**config.mk**
```make
export PLATFORM = sky130hd
export DESIGN_NAME = tlb_inval_engine
export DESIGN_NICKNAME = d
export VERILOG_FILES = /design/src/rtl/tlb_inval_pkg.sv /design/src/rtl/tlb_inval_decode.sv /design/src/rtl/tlb_inval_match.sv /design/src/rtl/tlb_inval_array.sv /design/src/rtl/tlb_inval_ctrl.sv /design/src/rtl/tlb_inval_engine.sv
export SDC_FILE = /design/constraint.sdc
export NUM_CORES = 1
export LEC_CHECK = 0
export BUFFER_PORTS_ARGS = -buffer_cell sky130_fd_sc_hd__buf_2
export CAP_MARGIN = 40
export CORE_MARGIN = 2
export CORE_UTILIZATION = 55
export CTS_BUF_LIST = sky130_fd_sc_hd__clkbuf_16
export DETAILED_ROUTE_END_ITERATION = 8
export PLACE_DENSITY_LB_ADDON = 0.08
export SYNTH_ARGS = -nofsm -noshare
export SYNTH_HDL_FRONTEND = slang
export SYNTH_SLANG_ARGS = --single-unit
```
**constraint.sdc**
```tcl
create_clock -name clk_i -period 2.99 [get_ports clk_i]
set_clock_uncertainty 0.1 [all_clocks]
set_input_delay 0.299 -clock clk_i [delete_from_list [all_inputs] [get_ports clk_i]]
set_output_delay 0.299 -clock clk_i [all_outputs]
set_load 0.01 [all_outputs]
```
**src/rtl/tlb_inval_pkg.sv**
```systemverilog
package tlb_inval_pkg;
  localparam int VPN_W      = 20;
  localparam int ASID_W     = 8;
  localparam int VMID_W     = 8;
  localparam int OP_W       = 32;
  localparam int PAGE_SHIFT = OP_W - VPN_W;

  typedef enum logic {
    RGM_GUEST = 1'b0,
    RGM_TOP   = 1'b1
  } regime_e;

  // comparable part of a slot
  typedef struct packed {
    logic [VPN_W-1:0]  vpn;
    logic [ASID_W-1:0] asid;
    logic [VMID_W-1:0] vmid;
    regime_e           regime;
  } tlb_key_t;

  localparam int KEY_W = $bits(tlb_key_t);

  typedef struct packed {
    tlb_key_t key;
    logic     leaf;
    logic     xs;
    logic     lock;
  } tlb_entry_t;

  typedef struct packed {
    tlb_key_t key;
    tlb_key_t care;
    logic     leaf_only;
    logic     skip_xs;
  } inv_cmd_t;
endpackage

```
**src/rtl/tlb_inval_decode.sv**
```systemverilog
module tlb_inval_decode
  import tlb_inval_pkg::*;
(
  input  logic [OP_W-1:0]   op_i,
  input  logic              regime_i,
  input  logic [VMID_W-1:0] vmid_i,
  input  logic              no_vmid_i,
  input  logic              leaf_only_i,
  input  logic              skip_xs_i,
  output inv_cmd_t          cmd_o
);
  logic unused_rsvd;
  assign unused_rsvd = ^op_i[PAGE_SHIFT-1:0];

  always_comb begin
    cmd_o = '0;
    cmd_o.key.vpn     = op_i[OP_W-1:PAGE_SHIFT];
    cmd_o.key.asid    = '0;
    cmd_o.key.vmid    = vmid_i;
    cmd_o.key.regime  = regime_e'(regime_i);
    // care mask: asid never compared, vmid optional
    cmd_o.care.vpn    = '1;
    cmd_o.care.asid   = '0;
    cmd_o.care.vmid   = no_vmid_i ? '0 : '1;
    cmd_o.care.regime = regime_e'(1'b1);
    cmd_o.leaf_only   = leaf_only_i;
    cmd_o.skip_xs     = skip_xs_i;
  end
endmodule

```
**src/rtl/tlb_inval_match.sv**
```systemverilog
module tlb_inval_match
  import tlb_inval_pkg::*;
#(
  parameter int NUM_ENTRIES = 16
) (
  input  tlb_entry_t [NUM_ENTRIES-1:0] ent_i,
  input  logic       [NUM_ENTRIES-1:0] valid_i,
  input  inv_cmd_t                     cmd_i,
  output logic       [NUM_ENTRIES-1:0] hit_o
);
  for (genvar k = 0; k < NUM_ENTRIES; k++) begin : g_cmp
    logic [KEY_W-1:0] diff;
    logic key_ok, lvl_ok, attr_ok;
    assign diff    = (ent_i[k].key ^ cmd_i.key) & cmd_i.care;
    assign key_ok  = (diff == '0);
    assign lvl_ok  = ~cmd_i.leaf_only | ent_i[k].leaf;
    assign attr_ok = ~cmd_i.skip_xs | ~ent_i[k].xs;
    assign hit_o[k] = valid_i[k] & ~ent_i[k].lock & key_ok & lvl_ok & attr_ok;
  end
endmodule

```
**src/rtl/tlb_inval_array.sv**
```systemverilog
module tlb_inval_array
  import tlb_inval_pkg::*;
#(
  parameter int NUM_ENTRIES = 16,
  localparam int IDX_W = $clog2(NUM_ENTRIES)
) (
  input  logic                         clk_i,
  input  logic                         rst_ni,
  input  logic                         fill_en_i,
  input  logic       [IDX_W-1:0]       fill_idx_i,
  input  tlb_entry_t                   fill_ent_i,
  input  logic       [NUM_ENTRIES-1:0] clr_i,
  input  logic                         accept_i,
  output tlb_entry_t [NUM_ENTRIES-1:0] ent_o,
  output logic       [NUM_ENTRIES-1:0] valid_o
);
  logic [NUM_ENTRIES-1:0] fill_we;

  for (genvar k = 0; k < NUM_ENTRIES; k++) begin : g_slot
    tlb_entry_t ent_q;
    logic       valid_q;

    assign fill_we[k] = fill_en_i & (fill_idx_i == IDX_W'(k));

    always_ff @(posedge clk_i) begin
      if (fill_we[k]) ent_q <= fill_ent_i;
    end

    // clear beats fill
    always_ff @(posedge clk_i or negedge rst_ni) begin
      if (!rst_ni)         valid_q <= 1'b0;
      else if (clr_i[k])   valid_q <= 1'b0;
      else if (fill_we[k]) valid_q <= 1'b1;
    end

    assign ent_o[k]   = ent_q;
    assign valid_o[k] = valid_q;

    AST_LOCK_HOLD: assert property (@(posedge clk_i) disable iff (!rst_ni)
      valid_q && ent_q.lock && !fill_we[k] |=> valid_q);
    AST_IDLE_HOLD: assert property (@(posedge clk_i) disable iff (!rst_ni)
      valid_q && !accept_i && !fill_we[k] |=> valid_q);
    AST_CLR_WINS: assert property (@(posedge clk_i) disable iff (!rst_ni)
      fill_we[k] && clr_i[k] |=> !valid_q);
    AST_FILL_SETS: assert property (@(posedge clk_i) disable iff (!rst_ni)
      fill_we[k] && !clr_i[k] |=> valid_q);
  end
endmodule

```
**src/rtl/tlb_inval_ctrl.sv**
```systemverilog
module tlb_inval_ctrl #(
  parameter int NUM_ENTRIES = 16
) (
  input  logic                   clk_i,
  input  logic                   rst_ni,
  input  logic                   req_i,
  input  logic [NUM_ENTRIES-1:0] hit_i,
  output logic                   accept_o,
  output logic [NUM_ENTRIES-1:0] clr_o,
  output logic                   ack_o,
  output logic [NUM_ENTRIES-1:0] hit_o
);
  logic                   ack_q;
  logic [NUM_ENTRIES-1:0] hit_q;

  assign accept_o = req_i & ~ack_q;
  assign clr_o    = hit_i & {NUM_ENTRIES{accept_o}};

  always_ff @(posedge clk_i or negedge rst_ni) begin
    if (!rst_ni) begin
      ack_q <= 1'b0;
      hit_q <= '0;
    end else begin
      ack_q <= accept_o;
      if (accept_o) hit_q <= hit_i;
    end
  end

  assign ack_o = ack_q;
  assign hit_o = hit_q;

  AST_ACK_NEXT: assert property (@(posedge clk_i) disable iff (!rst_ni)
    req_i && !ack_q |=> ack_q);
  AST_ACK_PULSE: assert property (@(posedge clk_i) disable iff (!rst_ni)
    ack_q |=> !ack_q);
  AST_HIT_HELD: assert property (@(posedge clk_i) disable iff (!rst_ni)
    ack_q |=> $stable(hit_q));
endmodule

```
**src/rtl/tlb_inval_engine.sv**
```systemverilog
module tlb_inval_engine
  import tlb_inval_pkg::*;
#(
  parameter int NUM_ENTRIES = 16,
  localparam int IDX_W = $clog2(NUM_ENTRIES)
) (
  input  logic                   clk_i,
  input  logic                   rst_ni,
  input  logic                   fill_en_i,
  input  logic [IDX_W-1:0]       fill_idx_i,
  input  logic [VPN_W-1:0]       fill_vpn_i,
  input  logic [ASID_W-1:0]      fill_asid_i,
  input  logic [VMID_W-1:0]      fill_vmid_i,
  input  logic                   fill_regime_i,
  input  logic                   fill_leaf_i,
  input  logic                   fill_xs_i,
  input  logic                   fill_lock_i,
  input  logic                   inv_req_i,
  input  logic [OP_W-1:0]        inv_op_i,
  input  logic                   inv_regime_i,
  input  logic [VMID_W-1:0]      inv_vmid_i,
  input  logic                   inv_no_vmid_i,
  input  logic                   inv_leaf_only_i,
  input  logic                   inv_skip_xs_i,
  output logic                   inv_ack_o,
  output logic [NUM_ENTRIES-1:0] inv_hit_o,
  output logic [NUM_ENTRIES-1:0] valid_o
);
  tlb_entry_t                   fill_ent;
  tlb_entry_t [NUM_ENTRIES-1:0] ent;
  inv_cmd_t                     cmd;
  logic [NUM_ENTRIES-1:0]       hit, clr;
  logic                         accept;

  always_comb begin
    fill_ent.key.vpn    = fill_vpn_i;
    fill_ent.key.asid   = fill_asid_i;
    fill_ent.key.vmid   = fill_vmid_i;
    fill_ent.key.regime = regime_e'(fill_regime_i);
    fill_ent.leaf       = fill_leaf_i;
    fill_ent.xs         = fill_xs_i;
    fill_ent.lock       = fill_lock_i;
  end

  tlb_inval_decode u_decode (
    .op_i        (inv_op_i),
    .regime_i    (inv_regime_i),
    .vmid_i      (inv_vmid_i),
    .no_vmid_i   (inv_no_vmid_i),
    .leaf_only_i (inv_leaf_only_i),
    .skip_xs_i   (inv_skip_xs_i),
    .cmd_o       (cmd)
  );

  tlb_inval_match #(.NUM_ENTRIES(NUM_ENTRIES)) u_match (
    .ent_i   (ent),
    .valid_i (valid_o),
    .cmd_i   (cmd),
    .hit_o   (hit)
  );

  tlb_inval_ctrl #(.NUM_ENTRIES(NUM_ENTRIES)) u_ctrl (
    .clk_i    (clk_i),
    .rst_ni   (rst_ni),
    .req_i    (inv_req_i),
    .hit_i    (hit),
    .accept_o (accept),
    .clr_o    (clr),
    .ack_o    (inv_ack_o),
    .hit_o    (inv_hit_o)
  );

  tlb_inval_array #(.NUM_ENTRIES(NUM_ENTRIES)) u_array (
    .clk_i      (clk_i),
    .rst_ni     (rst_ni),
    .fill_en_i  (fill_en_i),
    .fill_idx_i (fill_idx_i),
    .fill_ent_i (fill_ent),
    .clr_i      (clr),
    .accept_i   (accept),
    .ent_o      (ent),
    .valid_o    (valid_o)
  );

  for (genvar k = 0; k < NUM_ENTRIES; k++) begin : g_chk
    logic no_fill;
    assign no_fill = !(fill_en_i && fill_idx_i == IDX_W'(k));
    AST_NONLEAF_KEPT: assert property (@(posedge clk_i) disable iff (!rst_ni)
      accept && inv_leaf_only_i && valid_o[k] && !ent[k].leaf && no_fill |=> valid_o[k]);
    AST_XS_KEPT: assert property (@(posedge clk_i) disable iff (!rst_ni)
      accept && inv_skip_xs_i && valid_o[k] && ent[k].xs && no_fill |=> valid_o[k]);
    AST_OTHER_REGIME_KEPT: assert property (@(posedge clk_i) disable iff (!rst_ni)
      accept && valid_o[k] && (ent[k].key.regime != regime_e'(inv_regime_i)) && no_fill
      |=> valid_o[k]);
  end
endmodule

```
==> summary.md <==
| Metric | Value |
|---|---|
| Status | finished clean |
| Largest net degree at the start of global routing | 34 |
| Setup bufs post-CTS | 0 |
| Fin area | 25,700 sq um |
| Vias per inst | 5.84 |
| Max clock buf depth | 3 |
| Power Density | 638 nW/um^2 |
| WL final | 59,400 microns |
| Starting Density | 0.558 |
| Die footprint | 43,100 sq um |
| Sequential area share after synthesis | 0.710 |
| Clock period minus worst slack | 2.05 ns |
| # Max-Cap Violations | 0 |
| Final setup fails | 0 |
| Cells on worst reg2reg path | 4 |
| Unrepaired setup endpoints after global routing | false |
| Vias | 12,400 |
| Initial antenna violation count | 1 |
| Gate power share | 0.067 |
| Final Hold Viols | 0 |
| Worst-path maximum fanout | 2 |
| Die height | 208 microns |
| Worst-path clk slew | 0.06 ns |
| Buffers added on ports | 104 |
| FILL cells | 3,055 |
| Fraction of layout cells with a size suffix above 1 | 0.172 |
| Worst vdd ir | 0.513 mV |
| Dpl cells | 2,011 |
| Post-Syn Area | 22,800 sq um |
| Initial DRC Count | 1,429 |
| P_sw | 3.70 mW |
| Worst setup SP type | flip-flop |
| Critical Path AT | 2.45 ns |
| Tot Pwr | 16.4 mW |
| Worst Tran Pin Value | 0.867 ns |
| Hold depth | 1 |
| Io pins | 125 |
| Cts bufs inserted | 56 |
| Row count | 74 |
| H-tree depth | 2 |
| Sink Count | 545 |
| Clock share of power | 0.407 |
| CTS tree | done |
| Area after DPL | 24,000 sq um |
| Leakage power | 9.10 nW |
| Fin cells | 2,115 |
| Slew headroom | 0.422 |
| Drt drc | 0 |
| Clk_lat worst skew | 0.61 ns |
| First-pass GRT wire length | 84,100 microns |
| Nets | 1,630 |
| HP Class | in -> reg |
| Switching Fraction | 0.225 |
| Reg-to-reg startpoint | u_array.ent_o[330] |
| Die width | 208 microns |
| Internal power component | 12.7 mW |
| Routed Antenna Nets | 0 |
| Antenna fix cells | 0 |
| Mapped Avg Cell Area | 16.4 sq um |
| Reg2reg end | u_array.g_slot[8].valid_q |
| Routability cong. | 0.771 |
| Post-DP HPWL | 36,900 microns |
| DRT Pass-1 Iters | 5 |
| Vias in the first global route | 11,700 |
| R2r setup slk | 0.94 ns |
| Hold EP | u_array.ent_o[88] |
| Hold Crit Start | fill_vmid_i[4] |
| Kind of critical path | reg -> reg |
| Syn nets | 1,481 |
| Root Driver | clkbuf_16 |
| Seq pwr share | 0.526 |
| CP Capture Type | flip-flop |
| Total GRT Usage | 0.277 |
| Yosys reg bits | 545 |
| Max Slew Vio Count | 0 |
| Ys Warns | 0 |
| Worst hold slack | 0.0295 ns |
| Area delta synth->final | 12.8% |
| CORE AREA | 40,900 sq um |
| Crit share post-route | 0.686 |
| Routed length per instance | 28.1 microns |
| Distinct cells, synth | 25 |
| Setup_tns | 0 ns |
| GRT overflow | 0 |
| Cell count after synthesis | 1,389 |
| FMAX | 487 MHz |
| Worst Path Required | 3.39 ns |
[stage by stage]
| step | util | worst slack [ns] |
|---|---|---|
| after floorplan | - | 0.237 |
| after global placement | 0.586 | 0.570 |
| after detailed placement | 0.586 | 0.544 |
| after CTS | 0.629 | 0.990 |
| after global routing | 0.629 | 0.835 |
| final | 0.629 | 0.938 |
[cell usage after synthesis]
cell       number  area (sq um)
edfxtp_1      512         15400
xor2_1        464          4060
nor4_1         94           588
buf_6          44           495
dfrtp_1        33           826
a21oi_1        32           160
buf_4          23           173
nor3_1         20           100
nand2b_1       19           119
inv_1          17          63.8
nand2_1        17          63.8
nand3_1        17          85.1
a2111oi_0      16           140
nand4_1        16           100
o31ai_1        16           120
o32a_1         16           160
nor2_1         12          45.0
clkbuf_1        7          26.3
buf_2           6          30.0
nand3b_1        2          15.0
nor4_2          2          25.0
buf_1           1          3.75
buf_12          1          20.0
buf_8           1          15.0
or3b_2          1          8.76
[cells by family after synthesis]
kind of cell	after synthesis	share of synthesized area
flops	545	0.710
compound gates	80	0.0254
xor+xnor	464	0.178
buf+inv	100	0.0362
simple gates	200	0.0504
[critical path, cell delays in order, from the launching register on]
cell      delay, ns
edfxtp_1       0.37
xor2_1         0.16
nor4_2         0.64
a21oi_1        0.28
o32a_1         0.40
[how the worst max path moves through the flow]
| stage | startpoint | end | slack (ns) | cells after the start |
|---|---|---|---|---|
| after floorplan | fill_idx_i[3] | u_array.ent_o[100] | 0.24 | 2 |
| after global placement | inv_op_i[31] | u_array.g_slot[15].valid_q | 0.57 | 6 |
| after detailed placement | inv_op_i[31] | u_array.g_slot[15].valid_q | 0.54 | 6 |
| after CTS | u_array.ent_o[290] | u_array.g_slot[7].valid_q | 0.99 | 4 |
| after global routing | u_array.ent_o[556] | u_array.g_slot[13].valid_q | 0.84 | 4 |
| final | u_array.ent_o[330] | u_array.g_slot[8].valid_q | 0.94 | 4 |
[power groups by stage]
stage	combinational (mW)	clock (mW)	sequential, mW
floorplan	0.668	0	8.77
global placement	1.08	0	8.79
detailed placement	1.10	0	8.79
CTS	1.10	6.77	8.63
global route	1.18	7.06	8.65
finish	1.10	6.68	8.64
[metal layers]
layer / global-route usage / up-vias / wire length (microns)
li1: - / 5385 / -
met1: 0.426 / 6353 / 26400
met2: 0.408 / 536 / 26200
met3: 0.0560 / 86 / 5390
met4: 0.0668 / 0 / 1360
met5: 0 / - / 0
[final cells by class]
| type | instances | area [sq um] | share of cell area |
|---|---|---|---|
| multi-input cells | 744 | 5930 | 0.230 |
| repair buffers | 174 | 1120 | 0.0436 |
| well taps | 532 | 666 | 0.0259 |
| clock inverters | 45 | 313 | 0.0121 |
| inverters | 17 | 63.8 | 0.00248 |
| flip-flops and latches | 545 | 16200 | 0.629 |
| clock buffers | 58 | 1450 | 0.0564 |
[registers in the layout, indices dropped and copies added (netlist names)]
| signal | flops |
|---|---|
| u_array.ent_o | 512 |
| u_ctrl.ack_o | 1 |
| u_ctrl.hit_o | 16 |
| u_array.g_slot.valid_q | 16 |
[layout by cell type, fill, tap and decap left out]
master | Yosys | final
nor4_1 | 94 | 94
xor2_1 | 464 | 464
clkinvlp_4 | 0 | 2
nand2b_1 | 19 | 19
a21oi_1 | 32 | 32
nand3b_1 | 2 | 2
clkinv_2 | 0 | 15
clkbuf_16 | 0 | 58
nor4_2 | 2 | 2
dfrtp_1 | 33 | 33
clkinv_1 | 0 | 11
buf_12 | 1 | 6
buf_4 | 23 | 63
o32a_1 | 16 | 16
o31ai_1 | 16 | 16
nand3_1 | 17 | 17
nor3_1 | 20 | 16
clkinv_8 | 0 | 1
edfxtp_1 | 512 | 512
dlygate4sd3_1 | 0 | 1
nand2_1 | 17 | 17
nor3_4 | 0 | 4
buf_2 | 6 | 104
nand4_1 | 16 | 16
a2111oi_0 | 16 | 16
inv_1 | 17 | 29
bufinv_16 | 0 | 4
or3b_2 | 1 | 1
nor2_4 | 0 | 12
[timing repair]
action / CTS / global route
hold buffers: 1 / 0
endpoints found under the hold margin: 33 / 0
gates resized for setup: 0 / 0
(Power assumes the default switching activity.)
